[src/rtl/mt_pad_scanner.sv]
module mt_pad_scanner #(
  parameter int NPORTS = 5,
  parameter int SW     = 4
) (
  input  logic                 clk,
  input  logic                 rst_n,
  input  logic                 start,
  input  logic [SW-1:0]        settle_cycles,
  input  logic [3:0]           pad_data,
  output logic                 tap_clr,
  output logic                 tap_sel,
  output logic                 busy,
  output logic                 done,
  output logic [NPORTS-1:0]    port_valid,
  output logic [NPORTS-1:0]    port_six,
  output logic [12*NPORTS-1:0] port_buttons
);
  localparam int IW = (NPORTS > 1) ? $clog2(NPORTS) : 1;
  localparam logic [IW-1:0] LAST = IW'(NPORTS - 1);

  typedef enum logic [2:0] {S_IDLE, S_CLRH, S_CLRL, S_HI, S_LO, S_TAIL} st_t;

  st_t                 st;
  logic [SW-1:0]       cnt, settle_q;
  logic [IW-1:0]       idx;
  logic                pass, take_ext, sel_q, clr_q, done_q;
  logic [3:0]          w_hi  [NPORTS];
  logic [3:0]          w_lo  [NPORTS];
  logic [3:0]          w_ext [NPORTS];
  logic [NPORTS-1:0]   zero_seen, std_seen;
  logic [NPORTS-1:0]   valid_q, six_q;
  logic [12*NPORTS-1:0] btn_q, btn_next;

  wire waiting = (cnt != '0);

  genvar g;
  generate
    for (g = 0; g < NPORTS; g++) begin : g_word
      assign btn_next[12*g +: 12] = !std_seen[g] ? 12'h000 :
                                    zero_seen[g] ? {w_ext[g], w_lo[g], w_hi[g]} :
                                                   {4'h0, w_lo[g], w_hi[g]};
    end
  endgenerate

  always_ff @(posedge clk or negedge rst_n) begin
    if (!rst_n) begin
      st        <= S_IDLE;
      cnt       <= '0;
      settle_q  <= '0;
      idx       <= '0;
      pass      <= 1'b0;
      take_ext  <= 1'b0;
      sel_q     <= 1'b1;
      clr_q     <= 1'b0;
      done_q    <= 1'b0;
      zero_seen <= '0;
      std_seen  <= '0;
      valid_q   <= '0;
      six_q     <= '0;
      btn_q     <= '0;
      for (int p = 0; p < NPORTS; p++) begin
        w_hi[p]  <= 4'h0;
        w_lo[p]  <= 4'h0;
        w_ext[p] <= 4'h0;
      end
    end else begin
      done_q <= 1'b0;
      case (st)
        S_IDLE: if (start) begin
          settle_q  <= settle_cycles;
          cnt       <= settle_cycles;
          clr_q     <= 1'b1;
          pass      <= 1'b0;
          zero_seen <= '0;
          std_seen  <= '0;
          st        <= S_CLRH;
        end
        S_CLRH: if (waiting) cnt <= cnt - 1'b1;
          else begin
            clr_q <= 1'b0;
            cnt   <= settle_q;
            idx   <= '0;
            st    <= S_CLRL;
          end
        S_CLRL: if (waiting) cnt <= cnt - 1'b1;
          else st <= S_HI;
        S_HI: if (waiting) cnt <= cnt - 1'b1;
          else begin
            if (pad_data == 4'h0) begin
              zero_seen[idx] <= 1'b1;
              take_ext       <= 1'b1;
            end else begin
              std_seen[idx] <= 1'b1;
              w_hi[idx]     <= pad_data;
              take_ext      <= 1'b0;
            end
            sel_q <= 1'b0;
            cnt   <= settle_q;
            st    <= S_LO;
          end
        S_LO: if (waiting) cnt <= cnt - 1'b1;
          else begin
            if (take_ext) w_ext[idx] <= pad_data;
            else          w_lo[idx]  <= pad_data;
            sel_q <= 1'b1;
            cnt   <= settle_q;
            if (idx == LAST) st <= S_TAIL;
            else begin
              idx <= idx + 1'b1;
              st  <= S_HI;
            end
          end
        S_TAIL: if (waiting) cnt <= cnt - 1'b1;
          else if (pass) begin
            valid_q <= std_seen;
            six_q   <= std_seen & zero_seen;
            btn_q   <= btn_next;
            done_q  <= 1'b1;
            st      <= S_IDLE;
          end else begin
            pass  <= 1'b1;
            clr_q <= 1'b1;
            cnt   <= settle_q;
            st    <= S_CLRH;
          end
        default: st <= S_IDLE;
      endcase
    end
  end

  assign tap_clr      = clr_q;
  assign tap_sel      = sel_q;
  assign busy         = (st != S_IDLE);
  assign done         = done_q;
  assign port_valid   = valid_q;
  assign port_six     = six_q;
  assign port_buttons = btn_q;
endmodule


[config.mk]
export PLATFORM = sky130hd
export DESIGN_NAME = mt_pad_scanner
export DESIGN_NICKNAME = d
export VERILOG_FILES = /design/src/rtl/mt_pad_scanner.sv
export SDC_FILE = /design/constraint.sdc
export NUM_CORES = 1
export LEC_CHECK = 0
export ABC_CLOCK_PERIOD_IN_PS = 5900
export BUFFER_PORTS_ARGS = -buffer_cell sky130_fd_sc_hd__buf_2
export CAP_MARGIN = 20
export CELL_PAD_IN_SITES_DETAIL_PLACEMENT = 0
export CELL_PAD_IN_SITES_GLOBAL_PLACEMENT = 1
export CORE_ASPECT_RATIO = 0.7
export CORE_MARGIN = 2
export CORE_UTILIZATION = 49
export DETAILED_ROUTE_END_ITERATION = 10
export GPL_TIMING_DRIVEN = 1
export PLACE_DENSITY = 0.89
export SLEW_MARGIN = 10
export SYNTH_ARGS = -nofsm -noshare
export SYNTH_HDL_FRONTEND = slang
export SYNTH_SLANG_ARGS = --single-unit
[constraint.sdc]
create_clock -name clk -period 5.9 [get_ports clk]
set_input_delay 0.885 -clock clk [delete_from_list [all_inputs] [get_ports clk]]
set_output_delay 0.885 -clock clk [all_outputs]
set_load 0.02 [all_outputs]
; ---- Word level (Yosys, flattened, before mapping)
; Cells that the tools add are included.
[totals]
ff_bits = 159
inputBits = 11
output_inout_bits = 74
[op_classes]
n_mux = 56
reduce_logical = 27
bitwise = 7
addsub = 2
order_cmp = 4
eq_ne = 18
[ops]
columns = op, n
row1 = 2-to-1 mux 12 bit, 10
row2 = bitwise mux 20 bit, 3
row3 = 2-to-1 mux 3 bit, 10
row4 = 2-to-1 mux 5 bit, 5
row5 = 2-to-1 mux 4 bit, 6
row6 = != test 2 bit (second input constant), 11
row7 = case mux 5 bit (2 select lines), 2
row8 = case mux 3 bit (6 select lines), 1
row9 = AND reduction 3 bit, 6
row10 = case mux 4 bit (4 select lines), 1
row11 = AND reduction 4 bit, 4
row12 = demux 4 bit (select 3 bit), 1
row13 = 2-to-1 mux 1 bit, 12
row14 = OR 5 bit, 2
row15 = equality test 3 bit (second input constant), 3
row16 = nonzero test 2 bit, 4
row17 = nonzero test 4 bit, 2
row18 = equality test 3 x 2 -> 1 bit (second input constant), 2
row19 = case mux 3 bit (2 select lines), 1
row20 = AND reduction 6 bit, 1
row21 = nonzero test 3 bit, 2
row22 = bitwise AND 5 bit, 1
row23 = AND reduction 5 bit, 1
row24 = greater-or-equal comparator 4 bit (second input constant), 1
row25 = other kinds (17), 22

; ---- Longest topological paths before layout
; Gate-level depths: netlist of run 1.
[logic_depth]
depth_word = 8
mapped_depth = 8
depth_no_buf = 6

; ---- Least setup slack after synthesis of run 1
; No wires, ideal clock.
[synth_path]
path_type = register to output
from = register st[2]
to = output port busy
n_path_buf = 2
path_stages_with_launch = 4
slack_ns = 3.763
arrival_time_ns = 1.252
required_ns = 5.015
path_cell_list = dfrtp_1 -> clkbuf_1 -> clkbuf_1 -> or3_1
[synth_via]
elab_chain_len = 1
[synth_lines]
columns = item, line_no
row1 = from (decl), 23  ; st_t st;
row2 = from (signal assigned), 47  ; st <= S_IDLE;
row3 = from (signal assigned), 76  ; st <= S_CLRH;
row4 = from (signal assigned), 83  ; st <= S_CLRL;
row5 = nonzero test 3 bit, 133  ; assign busy = (st != S_IDLE);
row6 = to (decl), 12  ; output logic busy,
; Every way passes these cells.

; ---- Final worst setup path of run 1
[layout_path]
from = register cnt[0]
to = register valid_q[0] (netlist: port_valid[0])
[layout_via]
elab_chain_len = 3
[layout_lines]
columns = item, line_no
row1 = from (decl), 24  ; logic [SW-1:0] cnt, settle_q;
row2 = from (signal assigned), 71  ; cnt <= settle_cycles;
row3 = from (signal assigned), 78  ; S_CLRH: if (waiting) cnt <= cnt - 1'b1;
row4 = from (signal assigned), 81  ; cnt <= settle_q;
row5 = nonzero test 4 bit, 34  ; wire waiting = (cnt != '0);
row6 = inverter 1 bit (no line), n/a
row7 = AND reduction 3 bit (no line), n/a
row8 = to (signal assigned), 115  ; valid_q <= std_seen;
row9 = to (decl), 31  ; logic [NPORTS-1:0] valid_q, six_q;
; Every way passes these cells.
; A chain may end at the register's enable or synchronous reset.

==> impl_results.md, run 1 <==
- Starting DRC count in detailed routing: 374
- Total CTS buffers: 17
- Mean number of vias per cell: 5.51
- Via count: 4616
- Status: complete, no violations
- Crit path DAT: 3110 ps
- CP dominant cell by count: buf_4
- Fill count: 1073
- Initial antenna violation count: 0
- RSZ-0062 raised after global routing: no
- Crit path depth: 7
- Post-CTS Setup Inserts: 0
- DP HPWL: 8.98 mm
- Peak Freq: 355 MHz
- R2R Setup Slk: 3080 ps
- Total congestion overflow: 0
- Post-DP Area: 0.00711 sq mm
- Final Cell Area: 0.00767 sq mm
- Leak: 3.64 nW
- Syn Nets: 602
- Part of the Yosys area used for sequential elements: 0.605
- Worst skew pair latency: 410 ps
- Power Dens Cells: 352 mW/mm^2
- Period utilization: 0.478
- Critical Path RT: 6190 ps
- Worst-case clock buffer depth: 2
- Critical path launch point: cnt[0]$_DFFE_PN0P_
- Fin Setup TNS: 0 ps
- Crit Path Category: reg -> reg
- Fin. Hold Viols: 0
- Starting Density: 0.501
- Crit-path cells: inv_1 > ha_1 > and4bb_1 > nand4_1 > buf_4 > buf_4 > mux2_2
- Die H: 101 um
- Vias in the first global route: 4482
- H-tree depth: 4
- Top FF cell, synth: dfrtp_1
- Max IR drop VDD: 0.000200 V
- CP max-delay cell: buf_4
- Total track usage: 0.203
- HP Class: reg -> reg
- Yosys warning total: 0
- Worst-Margin Slew: 879 ps
- Setup crit end: port_valid[0]$_DFFE_PN0P_
- CP Max Fanout: 70
- Layout cells sized above 1: 0.286
- GP Congestion: 0.860
- Hold-fix buffers, CTS: 0
- Root buffer cell: clkbuf_16
- Met1 usage: 0.308
- Crit Reg-Reg Endpoint: port_valid[0]$_DFFE_PN0P_
- Worst hold start: port_buttons[19]$_DFFE_PN0P_
- Nets: 676
- First-pass GRT wire length: 22.9 mm
- I/O pin total: 85
- Distinct cells, synth: 45
- R2r worst-path depth: 7
- Drt first pass iters: 5
- # setup viols final: 0
- Met2 GRT Util: 0.291
- Family with the most delay on the worst path: buffers and inverters
- Most frequent cells in the layout: dfrtp_1, nand2_1, buf_2
- Drt wl/cell: 16.5 um
- Cell area after synthesis: 0.00658 sq mm
- Slew HR: 0.414
- CTS tree: built
- Clk sinks: 159
- Commonest non-fill, non-tap cell in the layout: dfrtp_1
- Crit path largest cell delay: 570 ps
- Busiest layer in global routing: met1
- Pin count of the biggest net entering global routing: 100
- Final-report max-slew violation count: 0
- Post-DRT Antenna Nets: 0
- Mean post-synth cell area: 11.2 sq um
- Total Routed Length: 13.8 mm
- Die area: 0.0144 sq mm
- Async SR Flop Fraction: 1.00
- Clock skew: 8.78 ps
- Reg clk slew, reported paths: 60 ps
- FF+latch count, synth: 159
- DRC violations left: 0
- Number of synthesized flops with an enable pin: 0
- Synth-to-Final Area Change: 16.6%
- Buf/Inv on CP: 3
- Core Area: 0.0131 sq mm
- Reg2reg start: cnt[0]$_DFFE_PN0P_
- WHS Path Cells: 2
- Startpoint types: flip-flop
- Post-CTS Resized: 0
- CP endpoint kind: flip-flop
- Met3 Track Usage GR: 0.0404
- Ant diodes: 0
- Cells after Synth: 587
- Number of port buffers: 84
- Max_cap viols: 0
- Final min period: 2820 ps
- Die width: 142 um
- FP Rows: 35
power breakdown:
| part | internal [mW] | switching [mW] | total [mW] |
|---|---|---|---|
| Sequential | 1.17 | 0.108 | 1.28 |
| Combinational | 0.184 | 0.193 | 0.377 |
| Clock | 0.638 | 0.406 | 1.04 |
worst min path at each step:
stage	end	slack (ps)
6_report	port_buttons[19]$_DFFE_PN0P_	470
5_1_grt	port_buttons[13]$_DFFE_PN0P_	500
4_1_cts	port_buttons[34]$_DFFE_PN0P_	480
3_5_place_dp	port_buttons[34]$_DFFE_PN0P_	460
3_3_place_gp	port_buttons[14]$_DFFE_PN0P_	460
2_1_floorplan	w_lo[17]$_DFFE_PN0P_	460
per-layer routing:
metal	vias up	part of all wire	wire length [um]
li1	2184	-	-
met1	2289	0.50	6910
met2	135	0.44	6060
met3	8	0.054	752
met4	0	0.0066	91
met5	-	0	0
worst register-to-register path, delay by kind of cell (launching register included):
kind                       cells  cell delay, ps
muxes                          1             410
adders and majority gates      1             210
DFF                            1             390
and+or+nand+nor                2             520
buffers and inverters          3            1180
registers in the layout, summed over array words and instances, names as in the netlist:
name,flops
port_buttons,60
w_ext,20
w_hi,20
w_lo,20
port_six,5
port_valid,5
std_seen,5
zero_seen,5
cnt,4
settle_q,4
idx,3
st,3
done,1
pass,1
take_ext,1
tap_clr,1
tap_sel,1
cells in the mapped netlist, types with 5 or more instances:
| cell | instances | area, sq um |
|---|---|---|
| a22o_1 | 7 | 61.3 |
| nor3_1 | 8 | 40.0 |
| o21a_1 | 6 | 45.0 |
| clkbuf_1 | 26 | 97.6 |
| dfrtp_1 | 158 | 3950 |
| a21oi_1 | 6 | 30.0 |
| mux2_2 | 70 | 788 |
| inv_1 | 8 | 30.0 |
| nor2_1 | 18 | 67.6 |
| nand2_1 | 126 | 473 |
| a31oi_1 | 5 | 31.3 |
| o21ai_0 | 67 | 335 |
| nand3_1 | 22 | 110 |
layout make-up:
type / count / area (sq um) / share of cell area
inverter: 8 / 30.0 / 0.00392
clock inverter: 7 / 87.6 / 0.0114
timing repair buffer: 87 / 449 / 0.0586
clock buffer: 23 / 468 / 0.0610
multi-input combinational: 388 / 2450 / 0.319
tap: 166 / 208 / 0.0271
sequential: 159 / 3980 / 0.519
cell families after synthesis:
family / count (synthesis) / share of synthesized area
AOI/OAI and AO/OA: 112 / 0.103
adders and majority gates: 4 / 0.00761
buffers and inverters: 40 / 0.0232
DFF: 159 / 0.605
muxes: 72 / 0.123
and+or+nand+nor: 200 / 0.138
stage by stage:
stage	total power, mW	hold WS, ps	cells	util	worst slack (ps)
detailed placement	1.68	465	808	0.541	3110
global route	2.83	500	838	0.584	2810
CTS	2.72	479	838	0.584	3100
finish	2.70	472	838	0.584	3080
floorplan	1.56	458	587	-	3760
global placement	1.65	458	808	0.541	3180
No activity file was read; power rests on OpenSTA's default activity.
==> inputs of run 2 (changes only) <==
Settings changed: ABC_AREA from default to 1, ABC_CLOCK_PERIOD_IN_PS 5900 to 2400, CORE_UTILIZATION 49 to 39, PLACE_DENSITY 0.89 to 0.8.
Clock period 5.9 ns to 2.4 ns, I/O delays scaled along.
==> run 2 against run 1 <==
  * Worst setup slack worse by 2600 ps
  * Combinational power grew to 4.5 times the previous value
  * Maximum frequency rose by 44%
  * Design area rose by 4.3%
  * First-iteration DRC count is 2.4% higher
  * Register-to-register slack worse by 2600 ps
  * Critical path type unchanged
  * Critical endpoint is now w_ext[16]$_DFFE_PN0P_
==> impl_results.md, run 2 <==
- FF+latch count, synth: 159
- RSZ-0062 raised after global routing: no
- Dominant cell by count in the synthesized netlist: nand2_1
- Die area: 0.0181 sq mm
- Die H: 113 um
- Drt first pass iters: 5
- HP Class: in -> reg
- Cell area after synthesis: 0.00665 sq mm
- Layout cells sized above 1: 0.204
- Worst hold slack: 168 ps
- Max IR drop VDD: 0.000479 V
- Core Area: 0.0165 sq mm
- Starting Density: 0.403
- Power Dens Cells: 940 mW/mm^2
- Ant diodes: 0
- Worst-Margin Slew: 510 ps
- First-pass GRT wire length: 26.8 mm
- Mean post-synth cell area: 8.79 sq um
- Vias in the first global route: 5127
- R2R Setup Slk: 440 ps
- Synth cell count leaders: nand2_1, dfrtp_1, nand3_1
- H-tree depth: 4
- Worst-case clock buffer depth: 2
- Root buffer cell: clkbuf_16
- Top FF cell, synth: dfrtp_1
- WHS Path Cells: 3
- Commonest non-fill, non-tap cell in the layout: nand2_1
- Fin. Hold Viols: 0
- Number of port buffers: 84
- Max_cap viols: 0
- CTS tree: built
- Leak: 4.46 nW
- Cells after Synth: 756
- R2r worst-path depth: 9
- Crit Path Category: reg -> reg
- Number of synthesized flops with an enable pin: 0
- Post-synth top area share: 0.595
- Total CTS buffers: 17
- Fin Setup TNS: 0 ps
- Via count: 5282
- Die width: 160 um
- Most frequent cells in the layout: nand2_1, dfrtp_1, buf_2
- Clk sinks: 159
- Nets: 868
- Synth area leaders: dfrtp_1, nand2_1, nand3_1
- Final-report max-slew violation count: 0
- Syn Nets: 771
- Drt wl/cell: 14.6 um
- Worst hold start: settle_cycles[0]
- Total track usage: 0.187
- Total Routed Length: 15.9 mm
- Area of the multi-input gates: 0.00240 sq mm
- Reg2reg start: cnt[0]$_DFFE_PN0P_
- DP HPWL: 11.0 mm
- Worst skew pair latency: 430 ps
- Peak Freq: 509 MHz
- CP Max Fanout: 8
- Crit path DAT: 2260 ps
- Clock skew: 18.7 ps
- FP Rows: 39
- Initial antenna violation count: 0
- Pin count of the biggest net entering global routing: 47
- Async SR Flop Fraction: 1.00
- Part of the Yosys area used for sequential elements: 0.599
- Yosys warning total: 0
- I/O pin total: 85
- # setup viols final: 0
- Distinct cells, synth: 25
- Synth-to-Final Area Change: 20.3%
- Post-DRT Antenna Nets: 0
- Starting DRC count in detailed routing: 383
- Total congestion overflow: 0
- Status: complete, no violations
- CP endpoint kind: flip-flop
- Overall power: 7.52 mW
- Largest register FFs: 60
- WHS Endpoint: settle_q[0]$_DFFE_PN0P_
- Post-DP Area: 0.00741 sq mm
- DRC violations left: 0
- Reg clk slew, reported paths: 60 ps
- Mean number of vias per cell: 4.84
- Final min period: 1960 ps
- Critical Path RT: 2690 ps
- GP Congestion: 0.818
- Post-layout util: 0.485
- Crit Reg-Reg Endpoint: w_ext[16]$_DFFE_PN0P_
- Leading area contributor after synthesis: dfrtp_1
- Final Cell Area: 0.00800 sq mm
- Post-CTS Resized: 0
- Startpoint types: flip-flop
- Fill count: 1610
- Slew HR: 0.660
- Period utilization: 0.818
- Reg area: 0.00398 sq mm
[run 2: kinds of logic (layout without fill, tap and decap cells)]
group                      Yosys count  in the layout  synth area share
DFF                                159            159             0.599
muxes                                2              2           0.00339
buffers and inverters               64            174            0.0410
AOI/OAI and AO/OA                   80             80            0.0610
adders and majority gates            4              4           0.00753
xor gates and xnor gates             1              1           0.00132
and+or+nand+nor                    446            446             0.287
[run 2: worst max-delay path, cell delays in order (launching register included)]
cell	delay, ps
dfrtp_1	400
inv_1	130
ha_1	240
nand2_1	80
nor2_2	250
nand2_1	150
nor2_4	200
nand2_1	210
nand2_1	110
o21ai_1	70
[run 2: stage by stage]
step / std cells / setup slack, ps
6_report: 1091 / 437
5_1_grt: 1091 / 216
4_1_cts: 1091 / 426
3_5_place_dp: 1058 / 452
3_3_place_gp: 1058 / 508
2_1_floorplan: 756 / 769
[run 2: cell type report]
| cell class | instances | area share |
|---|---|---|
| timing repair buffer | 105 | 0.0780 |
| multi-input combinational | 533 | 0.299 |
| sequential | 159 | 0.497 |
| clock buffer | 20 | 0.0558 |
| clock inverter | 12 | 0.0166 |
| tap | 225 | 0.0352 |
| inverter | 37 | 0.0174 |
[run 2: worst max path at each step]
stage,start,endpoint,cells past startpoint,slack [ps]
final,cnt[0]$_DFFE_PN0P_,w_ext[16]$_DFFE_PN0P_,9,440
after floorplan,cnt[0]$_DFFE_PN0P_,w_ext[16]$_DFFE_PN0P_,9,770
after global routing,cnt[0]$_DFFE_PN0P_,w_ext[17]$_DFFE_PN0P_,9,220
after detailed placement,cnt[0]$_DFFE_PN0P_,w_lo[14]$_DFFE_PN0P_,9,450
after CTS,cnt[0]$_DFFE_PN0P_,port_buttons[29]$_DFFE_PN0P_,9,430
after global placement,cnt[0]$_DFFE_PN0P_,w_ext[17]$_DFFE_PN0P_,9,510
[run 2: timing repair]
item,4_1_cts,5_1_grt
setup buffers,0,0
endpoints found under the hold margin,42,0
hold buffers,1,0
[run 2: layer usage]
layer	track usage	routed length, um	vias up
met5	0	0	-
met4	0.0523	212	0
met3	0.0436	629	15
met2	0.270	6530	120
met1	0.282	8530	2527
li1	-	-	2620
[run 2: power by group]
part	total, mW	switching (mW)	internal [mW]	leakage [nW]
clock network	2.66	1.10	1.56	0.277
registers	3.17	0.232	2.94	1.98
logic	1.69	1.16	0.528	2.20
==> inputs of run 3 (changes only) <==
Settings changed: ABC_CLOCK_PERIOD_IN_PS 2400 to 1700.
Clock period 2.4 ns to 1.7 ns, I/O delays scaled along.
==> run 3 against run 2 <==
  * Worst setup slack got worse by 380 ps
  * Worst hold slack got worse by 120 ps
  * Total power increased by 49%
  * Design area increased by 5.6%
==> impl_results.md, run 3 (synthesis results as in run 2) <==
- CTS tree: built
- Period utilization: 0.966
- Critical Path RT: 1440 ps
- Crit-path cells: buf_6 > nor2_4 > nand2_2 > buf_4
- Via count: 5361
- Crit Path Category: reg -> out
- Setup WS pre-CTS: 4.01 ps
- Status: complete, no violations
- Ant diodes: 0
- Starting Density: 0.403
- Die width: 160 um
- Clk sinks: 159
- Total track usage: 0.193
- Die H: 113 um
- GP Congestion: 0.835
- Post-DRT Antenna Nets: 0
- Synth-to-Final Area Change: 27.0%
- Post-layout util: 0.512
- Leak: 4.77 nW
- First-pass GRT wire length: 27.2 mm
- Core Area: 0.0165 sq mm
- Layout cells sized above 1: 0.251
- Final Cell Area: 0.00845 sq mm
- Most frequent cells in the layout: nand2_1, dfrtp_1, buf_2
- Initial antenna violation count: 0
- Worst-Margin Slew: 521 ps
- CP Max Fanout: 6
- Startpoint types: flip-flop
- RSZ-0062 raised after global routing: yes
- Root buffer cell: clkbuf_16
- Pin count of the biggest net entering global routing: 44
- Die area: 0.0181 sq mm
- Crit path largest cell delay: 450 ps
- Clock skew: 12.7 ps
- Drt first pass iters: 5
- Largest register FFs: 60
- CP endpoint kind: primary output
- Max IR drop VDD: 0.000757 V
- Final cell count without fillers: 1126
- I/O pin total: 85
- FP Rows: 39
- PnR worst setup slack: 57.4 ps
- Dpl cells: 1088
- CP max-delay cell: dfrtp_2
- HP Class: in -> reg
- Nets: 903
- Total CTS buffers: 17
- Total Routed Length: 16.4 mm
- Mean number of vias per cell: 4.76
- Peak Freq: 609 MHz
- DP HPWL: 11.4 mm
- Reg clk slew, reported paths: 70 ps
- Worst skew pair latency: 430 ps
- Commonest non-fill, non-tap cell in the layout: nand2_1
- Fin. Hold Viols: 0
- Crit path DAT: 1390 ps
- Fill count: 1579
- Max_cap viols: 0
- Final-report max-slew violation count: 0
- Worst hold slack: 48.0 ps
- Final min period: 1640 ps
- Slew HR: 0.653
- Drt wl/cell: 14.6 um
- Total congestion overflow: 0
- Number of port buffers: 84
- Vias in the first global route: 5105
- Starting DRC count in detailed routing: 335
- H-tree depth: 4
- DRC violations left: 0
- # setup viols final: 0
- Power Dens Cells: 1330 mW/mm^2
- Post-DP Area: 0.00765 sq mm
- Worst-case clock buffer depth: 2
[run 3: changes by cell type in the layout (fill, tap and decap cells not counted), moves of 3 or more]
cell / before / now
buf_12: 3 / 6
nand2_2: 10 / 7
nand2_4: 0 / 9
nor2_4: 4 / 8
buf_4: 17 / 46
nand2_1: 319 / 313
buf_6: 1 / 4
nor2_2: 7 / 4
[run 3: per-stage QoR]
stage / setup TNS (ps) / total power, mW
floorplan: 0 / 6.19
global placement: 0 / 7.19
detailed placement: 0 / 7.19
CTS: -58.2 / 11.0
global route: -229 / 11.8
finish: 0 / 11.2
[run 3: worst max-delay path: cells and delay by family (launching register included)]
family | cells | cell delay (ps)
flops | 1 | 450
buf+inv | 2 | 310
simple gates | 2 | 190
[run 3: timing repair]
item,CTS,global route
endpoints found under the setup margin,8,125
buffers inserted,0,4
cloned,0,1
resized for setup,4,27
pin swaps,0,5
hold buffers,1,0
hold endpoints to repair,36,0
[run 3: power by group]
group / switching (mW) / internal [mW] / leakage, nW
clock network: 1.70 / 2.10 / 0.281
logic: 1.84 / 1.09 / 2.51
registers: 0.304 / 4.15 / 1.98
total: 3.84 / 7.35 / 4.77
[run 3: metal layers]
| metal | track usage | wire length [um] |
|---|---|---|
| met1 | 0.303 | 8890 |
| met2 | 0.265 | 6610 |
| met3 | 0.0451 | 737 |
| met4 | 0.0541 | 160 |
| met5 | 0 | 0 |
[run 3: layout make-up]
class                      count  area (sq um)  area share
clock buffer                  18           439      0.0520
clock inverter                14           149      0.0176
inverter                      37           141      0.0167
multi-input combinational    533          2500       0.296
sequential                   159          3980       0.472
tap                          225           282      0.0333
timing repair buffer         140           956       0.113
[run 3: path summary, 6_finish.rpt]
kind                       slack (ps)                   endpoint  cells past startpoint                 startpoint
max in group asynchronous         790        tap_sel$_DFFE_PN1P_                      3                      rst_n
min                                50    settle_q[1]$_DFFE_PN0P_                      3           settle_cycles[1]
min in group asynchronous         330    settle_q[3]$_DFFE_PN0P_                      2                      rst_n
min reg2reg                       470  port_valid[4]$_DFFE_PN0P_                      2  port_valid[4]$_DFFE_PN0P_
max                                60                       busy                      4          st[2]$_DFFE_PN0P_
max reg2reg                        90      w_ext[18]$_DFFE_PN0P_                     10         cnt[1]$_DFFE_PN0P_
